===== config.mk =====
export PLATFORM = sky130hd
export DESIGN_NAME = bdir_predictor
export DESIGN_NICKNAME = d
export VERILOG_FILES = /design/src/rtl/bdp_pkg.sv /design/src/rtl/bdp_hist_table.sv /design/src/rtl/bdp_majority.sv /design/src/rtl/bdp_static_rule.sv /design/src/rtl/bdir_predictor.sv
export SDC_FILE = /design/constraint.sdc
export NUM_CORES = 1
export LEC_CHECK = 0
export ABC_CLOCK_PERIOD_IN_PS = 3200
export BUFFER_PORTS_ARGS = -buffer_cell sky130_fd_sc_hd__buf_2
export CORE_MARGIN = 8
export CORE_UTILIZATION = 50
export CTS_BUF_LIST = sky130_fd_sc_hd__clkbuf_2 sky130_fd_sc_hd__clkbuf_4 sky130_fd_sc_hd__clkbuf_8
export CTS_CLUSTER_SIZE = 30
export DETAILED_ROUTE_END_ITERATION = 10
export GPL_TIMING_DRIVEN = 0
export PLACE_DENSITY = 0.9
export SLEW_MARGIN = 20
export SYNTH_ARGS = -nofsm -noshare
export SYNTH_HDL_FRONTEND = slang
export SYNTH_HIERARCHICAL = 1
export SYNTH_SLANG_ARGS = --single-unit

===== constraint.sdc =====
create_clock -name clk -period 3.2 [get_ports clk]
set_input_delay 0.16 -clock clk [delete_from_list [all_inputs] [get_ports clk]]
set_output_delay 0.16 -clock clk [all_outputs]
set_load 0.02 [all_outputs]

===== src/rtl/bdp_pkg.sv =====
package bdp_pkg;
  typedef enum logic [1:0] {
    MODE_FIXED   = 2'b00,
    MODE_STATIC  = 2'b01,
    MODE_DYNAMIC = 2'b10,
    MODE_RSVD    = 2'b11
  } bdp_mode_e;

  typedef enum logic [1:0] {
    KIND_UNCOND  = 2'b00,
    KIND_COND    = 2'b01,
    KIND_LOOP    = 2'b10,
    KIND_CALLRET = 2'b11
  } bdp_kind_e;
endpackage


===== src/rtl/bdp_hist_table.sv =====
module bdp_hist_table #(
  parameter int IDX_W  = 4,
  parameter int HIST_W = 3
) (
  input  logic              clk,
  input  logic              rst,
  input  logic [IDX_W-1:0]  rd_idx,
  output logic [HIST_W-1:0] rd_hist,
  input  logic              wr_en,
  input  logic [IDX_W-1:0]  wr_idx,
  input  logic              wr_bit
);
  localparam int DEPTH = 1 << IDX_W;

  logic [HIST_W-1:0] mem [DEPTH];

  // Newest outcome enters at bit 0; the top bit (oldest) falls off.
  always_ff @(posedge clk) begin
    if (rst) begin
      for (int i = 0; i < DEPTH; i++) mem[i] <= '0;
    end else if (wr_en) begin
      mem[wr_idx] <= {mem[wr_idx][HIST_W-2:0], wr_bit};
    end
  end

  // Read sees the contents before this cycle's write (old-data on collision).
  assign rd_hist = mem[rd_idx];
endmodule


===== src/rtl/bdp_majority.sv =====
module bdp_majority #(
  parameter int HIST_W = 3
) (
  input  logic [HIST_W-1:0] hist,
  output logic              taken
);
  localparam int CNT_W  = $clog2(HIST_W + 1);
  localparam int THRESH = HIST_W / 2 + 1;

  logic [CNT_W-1:0] ones;

  always_comb begin
    ones = '0;
    for (int i = 0; i < HIST_W; i++) ones = ones + CNT_W'(hist[i]);
  end

  assign taken = (ones >= CNT_W'(THRESH));
endmodule


===== src/rtl/bdp_static_rule.sv =====
module bdp_static_rule
  import bdp_pkg::*;
(
  input  logic [1:0] kind,
  output logic       taken
);
  always_comb begin
    unique case (bdp_kind_e'(kind))
      KIND_COND:    taken = 1'b0;
      KIND_UNCOND,
      KIND_LOOP,
      KIND_CALLRET: taken = 1'b1;
      default:      taken = 1'b0;
    endcase
  end
endmodule


===== src/rtl/bdir_predictor.sv =====
module bdir_predictor
  import bdp_pkg::*;
#(
  parameter int ADDR_W = 32,
  parameter int IDX_LO = 2,
  parameter int IDX_W  = 4,
  parameter int HIST_W = 3
) (
  input  logic              clk,
  input  logic              rst,
  input  logic [1:0]        mode,
  input  logic              lk_valid,
  input  logic [ADDR_W-1:0] lk_addr,
  input  logic [1:0]        lk_kind,
  input  logic              up_valid,
  input  logic [ADDR_W-1:0] up_addr,
  input  logic              up_taken,
  output logic              pr_valid,
  output logic              pr_taken
);
  localparam int IDX_HI = IDX_LO + IDX_W - 1;

  logic [IDX_W-1:0]  lk_idx, up_idx;
  logic [HIST_W-1:0] lk_hist;
  logic              dyn_taken, stat_taken, next_taken;
  logic              unused_addr_bits;

  assign lk_idx = lk_addr[IDX_HI:IDX_LO];
  assign up_idx = up_addr[IDX_HI:IDX_LO];
  assign unused_addr_bits = ^{lk_addr[ADDR_W-1:IDX_HI+1], lk_addr[IDX_LO-1:0],
                              up_addr[ADDR_W-1:IDX_HI+1], up_addr[IDX_LO-1:0]};

  bdp_hist_table #(.IDX_W(IDX_W), .HIST_W(HIST_W)) u_table (
    .clk    (clk),
    .rst    (rst),
    .rd_idx (lk_idx),
    .rd_hist(lk_hist),
    .wr_en  (up_valid),
    .wr_idx (up_idx),
    .wr_bit (up_taken)
  );

  bdp_majority #(.HIST_W(HIST_W)) u_vote (
    .hist (lk_hist),
    .taken(dyn_taken)
  );

  bdp_static_rule u_static (
    .kind (lk_kind),
    .taken(stat_taken)
  );

  always_comb begin
    case (bdp_mode_e'(mode))
      MODE_STATIC:  next_taken = stat_taken;
      MODE_DYNAMIC: next_taken = dyn_taken;
      default:      next_taken = 1'b0;
    endcase
  end

  always_ff @(posedge clk) begin
    if (rst) begin
      pr_valid <= 1'b0;
      pr_taken <= 1'b0;
    end else begin
      pr_valid <= lk_valid;
      pr_taken <= lk_valid & next_taken;
    end
  end

  assert_reset_clear_R1: assert property (@(posedge clk)
    rst |=> (!pr_valid && !pr_taken));

  assert_valid_follows_R2: assert property (@(posedge clk) disable iff (rst)
    lk_valid |=> pr_valid);

  assert_idle_quiet_R2: assert property (@(posedge clk) disable iff (rst)
    !pr_valid |-> !pr_taken);

  assert_fixed_never_R3: assert property (@(posedge clk) disable iff (rst)
    (lk_valid && (mode == 2'b00 || mode == 2'b11)) |=> !pr_taken);

  assert_static_cond_R4: assert property (@(posedge clk) disable iff (rst)
    (lk_valid && mode == 2'b01 && lk_kind == 2'b01) |=> !pr_taken);

  assert_static_other_R4: assert property (@(posedge clk) disable iff (rst)
    (lk_valid && mode == 2'b01 && lk_kind != 2'b01) |=> pr_taken);
endmodule


---- Yosys cells after proc, flatten, opt, wreduce, memory -nomap -nowiden ----
Memories as Yosys holds them, arrays and structs flattened.
Cells that the tools add are included.
W data, S select, Z words.
word-level totals
  register bits ........................... 2
  bits in writable memories ............... 48
  input port bits ......................... 73
  output and inout port bits .............. 2
  logic and storage cells ................. 25
  memories ................................ 1
memory list
  name         words  width  read ports  clocked after memory_dff  wr ports  line                  source
  u_table.mem  16     3      2           0                         16        bdp_hist_table.sv:15  logic [HIST_W-1:0] mem [DEPTH];
operators by class
  $add $sub $neg .......................... 2
  $lt $le $gt $ge ......................... 1
  eq/ne operators ......................... 5
  mux-type cells .......................... 10
  bitwise operators ....................... 1
  reduce and logical (&&, ||, !) cells .... 3
operators by type and width
  kind                  number
  $eq A2 B2 Y1 const B  3
  $mux W1               6
  $reduce_or A3 Y1      2
  $eq A2 B1 Y1 const B  2
  $mux W4               1
  $pmux W1 S2           2
  $mux W3               1
  $add A1 B1 Y2         1
  $add A2 B1 Y2         1
  $ge A2 B2 Y1 const B  1
  $logic_not A2 Y1      1
  $and A1 B1 Y1         1

---- Logic depth before layout (Yosys ltp) ----
An unclocked memory read counts as a cell.
  depth after elaboration ................. 6
  gate-level depth with buffers ........... 8
  depth with buffers taken out ............ 7

---- Cells and area by module ----
Netlist, hierarchy kept.
modules (own cells, without submodules)
  module           instances  cells an instance  area an instance (sq um)  seq. area each (sq um)
  bdp_hist_table   1          171                2373.5                    1441.4
  bdir_predictor   1          9                  106.4                     40.0
  bdp_majority     1          2                  20.0                      0.0
  bdp_static_rule  1          1                  6.3                       0.0

---- Worst setup path before layout ----
No wires, ideal clock.
  path kind ............................... reg2reg
  start ................................... mem u_table.mem[3][0]
  end ..................................... reg pr_taken
  library setup time ...................... 121 ps
  data arrival time ....................... 1758 ps
  data required time ...................... 3079 ps
  setup slack ............................. 1321 ps
  stages on the path, launching flop included .. 8
  buffers on the path ..................... 0
  period minus slack after synthesis ...... 1879 ps
  path through ............................ edfxtp_1 > mux4_2 > a22oi_1 > nand3_1 > ha_1 > a21o_1 > a22oi_1 > nor3b_2
RTL lines
  what                    line                  source
  start: declaration      bdp_hist_table.sv:15
  end signal: assignment  bdir_predictor.sv:67  pr_taken <= lk_valid & next_taken;
  end: declaration        bdir_predictor.sv:19  output logic pr_taken

---- Final worst setup path ----
  start ................................... in lk_addr[3]
  end ..................................... reg pr_taken
on the way
  elaborated cells on any way between the ends .. 6
  those cells by class .................... 2 x add/sub; 1 x order compare; 1 x mux; 1 x bitwise; 1 x memory
RTL lines
  what                line                  source
  start: declaration  bdir_predictor.sv:13  input logic [ADDR_W-1:0] lk_addr,
  $mem_v2 Z16 W3      n/a
  net lk_hist[2]      bdir_predictor.sv:24  logic [HIST_W-1:0] lk_hist;
  $add A2 B1 Y2       bdp_majority.sv:14    for (int i = 0; i < HIST_W; i++) ones = ones + CNT_W'(hist[i]);
  $ge A2 B2 Y1        bdp_majority.sv:17    assign taken = (ones >= CNT_W'(THRESH));
  net dyn_taken       bdir_predictor.sv:25  logic dyn_taken, stat_taken, next_taken;
  $pmux W1 S2         bdir_predictor.sv:54  case (bdp_mode_e'(mode))
  $and A1 B1 Y1       bdir_predictor.sv:67
The timed path passes the listed nets, and every way through them passes these cells.
A chain may end at the register's enable or synchronous reset.

==> impl_metrics.yaml <==
grt:
  grt_pass1_vias: 1579
  grt_max_degree: 15
  grt_pass1_wl_mm: 8.459
  grt.total_usage_pct: 14.86
  antenna_found_initial: 0
  grt-ovfl-total: 0
detailed_routing:
  wl_mm: 5.241
  dr.max_layer_used: "met4"
  wl_met3_um: 358
  ant_nets: 0
  route.met2.wl_mm: 2.602
  vias_per_cell: 5.832
  drt_iter0_drc: 155
  wl_per_cell_um: 19.13
  drcViolationCount: 0
  dr.pass1.iters: 4
  wl_met1_mm: 2.207
  num_vias: 1598
sta:
  post-route-min-period_ns: 2.107
  setup_violations: 0
  fin_skew_ns: 0.004928
  rsz0062_at_grt: "no"
  worstMarginPinSlew_ns: 0.7186
  whs_ns: 0.1145
  setup_tns_ns: 0
  slew_headroom_pct: 51.97
  fin_crit_sh_pct: 65.86
  hold_viol: 0
  slew_violations: 0
  fmax_ghz: 0.4745
floorplanning:
  die-area_um2: 7533
  row_count: 25
  initial_core_util_pct: 52.37
  die_y_um: 86.80
  fp.dieW_um: 86.80
  ios: 75
  coreArea_um2: 4786
final_layout:
  layout.nets: 282
  fill_cells: 390
  insertedDiodeCount: 0
  drive_gt1_share_pct: 20.29
  syn_to_final_growth_pct: 10.33
synthesis:
  async_flop_share_pct: 0
  synthTopCellsByArea: "edfxtp_1 (58%), mux4_2 (11%), and3_1 (4.5%)"
  yosys.cell_count.top_type: "edfxtp_1"
  synth_common_cells: "edfxtp_1 (48), nor2_1 (22), and3_1 (18)"
  avgSynthCellArea_um2: 13.69
  synth.distinct_cells: 28
  yosysTopAreaCell: "edfxtp_1"
  synth_edf_count: 48
  ys_ff_latch: 50
  yosysSeqAreaShare_pct: 59.11
  yosysWarnings: 6
  synthesis.area_um2: 2506
  netlist_instances: 183
  synth_top_flop_cell: "edfxtp_1"
  syn_nets: 259
  yosysTopAreaCellShare_pct: 57.51
clock_network:
  clockBufferDepth: 2
  holdBufCountCts: 0
  cts_buffers: 5
  cts_root_buf: "clkbuf_8"
  worstSkewPairLatency_ns: 0.29
  post_cts_buffers: 0
  cts_resized: 0
  clkTransAtPathRegs_ns: 0.09
  cts_tree: "done"
  cts.sinks: 50
  cts.htree.levels: 2
pwr:
  power_frac_comb_pct: 10.2
  switching_share_pct: 22.21
  seq_power_share_pct: 59.8
  clock_power_share_pct: 29.9
  p_leak_nw: 1.093
  internal_power_mw: 0.9822
  vdd_drop_max_v: 0.0002225
  power.switching_mw: 0.2804
  power.density_nw_per_um2: 456.6
placement:
  hpwl_mm: 3.899
  port-buffer-count: 16
  gp_congestion: 0.9067
run_status:
  status: "finished clean"
worst_hold_path:
  hold_path.class: "in -> reg"
critical_path:
  worstPathMaxFanout: 10
  cp.arrival_ns: 2.30
  end_kind: "register"
  cp-start-kind: "input port"
  required_ns: 3.39
  critical_path_class: "in -> reg"
run:
  cap_violations: 0
## sequential cells by signal, summed over array words and instances, names as in the netlist
register / cells
pr_taken: 1
u_table/mem: 48
pr_valid: 1
## logic make-up after synthesis
group	count (synthesis)	synth area share (%)
compound gates	15	4.593
fa+ha+maj	3	1.498
buf+inv	13	2.246
flops	50	59.11
mux	12	10.78
simple gates	90	21.77
## worst paths after layout
kind                                                      start                              end  slack, ns  cells after the start
worst min register to register  u_table/mem[7][1]$_SDFFCE_PN0P_  u_table/mem[7][2]$_SDFFCE_PN0P_       0.57                      1
worst max register to register  u_table/mem[7][0]$_SDFFCE_PN0P_              pr_taken$_SDFF_PP0_       1.12                      7
worst max-delay path                                 lk_addr[3]              pr_taken$_SDFF_PP0_       1.09                      9
worst min-delay path                                   lk_valid              pr_valid$_SDFF_PP0_       0.11                      2
## power by group through the flow
stage | Sequential (mW) | Combinational (mW) | Clock [mW]
after global placement | 0.768 | 0.123 | 0
final | 0.755 | 0.129 | 0.378
after global routing | 0.758 | 0.140 | 0.406
after detailed placement | 0.770 | 0.128 | 0
after floorplan | 0.765 | 0.0845 | 0
after CTS | 0.755 | 0.129 | 0.390
## placed cells by master, fill, tap and decap left out
| master | n |
|---|---|
| nor4b_2 | 1 |
| clkinv_2 | 1 |
| inv_1 | 2 |
| nor3b_2 | 1 |
| dfxtp_1 | 2 |
| nor2_1 | 22 |
| or2_1 | 6 |
| or4b_4 | 1 |
| nand3_1 | 7 |
| buf_2 | 16 |
| nor3b_1 | 2 |
| nand4bb_1 | 2 |
| a21o_1 | 10 |
| nand2_1 | 7 |
| and2_1 | 12 |
| nand4b_2 | 1 |
| nor4bb_1 | 2 |
| nor2b_4 | 1 |
| edfxtp_1 | 48 |
| clkbuf_8 | 6 |
| nor2b_1 | 4 |
| nor4b_1 | 2 |
| mux4_2 | 12 |
| nand2b_1 | 1 |
| buf_1 | 1 |
| a41o_1 | 1 |
| buf_6 | 1 |
| clkbuf_1 | 9 |
| ha_1 | 3 |
| clkbuf_4 | 1 |
| and3_1 | 18 |
| a22oi_1 | 4 |
## per-stage QoR
step	setup WS [ns]	util, %	power (mW)	cells	instance area (um2)
2_1_floorplan	1.321	-	0.8493	183	2506
3_3_place_gp	0.8496	55.79	0.8907	266	2670
5_1_grt	0.9989	57.78	1.305	274	2765
6_report	1.093	57.78	1.263	274	2765
4_1_cts	1.117	57.78	1.274	274	2765
3_5_place_dp	0.7996	55.79	0.8982	266	2670
## layer usage
| metal | vias up | GRT usage (%) |
|---|---|---|
| met1 | 791 | 19.79 |
| met5 | - | 0 |
| li1 | 740 | - |
| met3 | 8 | 3.119 |
| met2 | 59 | 23.46 |
| met4 | 0 | 4.851 |
## cell type report
| cell class | instances | area [um2] | share of cell area [%] |
|---|---|---|---|
| Multi-Input combinational cell | 120 | 968.4 | 35.02 |
| Tap cell | 67 | 83.83 | 3.032 |
| Inverter | 2 | 7.507 | 0.2715 |
| Clock buffer | 7 | 90.09 | 3.258 |
| Clock inverter | 1 | 5.005 | 0.1810 |
| Sequential cell | 50 | 1481 | 53.57 |
| Buffer | 11 | 48.80 | 1.765 |
| Timing Repair Buffer | 16 | 80.08 | 2.896 |
## critical path: stages
cell and delay (ns):
buf_2 0.11, buf_1 0.53, mux4_2 0.41, a22oi_1 0.23, nand3_1 0.12, ha_1 0.29, a21o_1 0.20, a22oi_1 0.19
nor3b_2 0.06
Power figures use the tool's default switching activity.
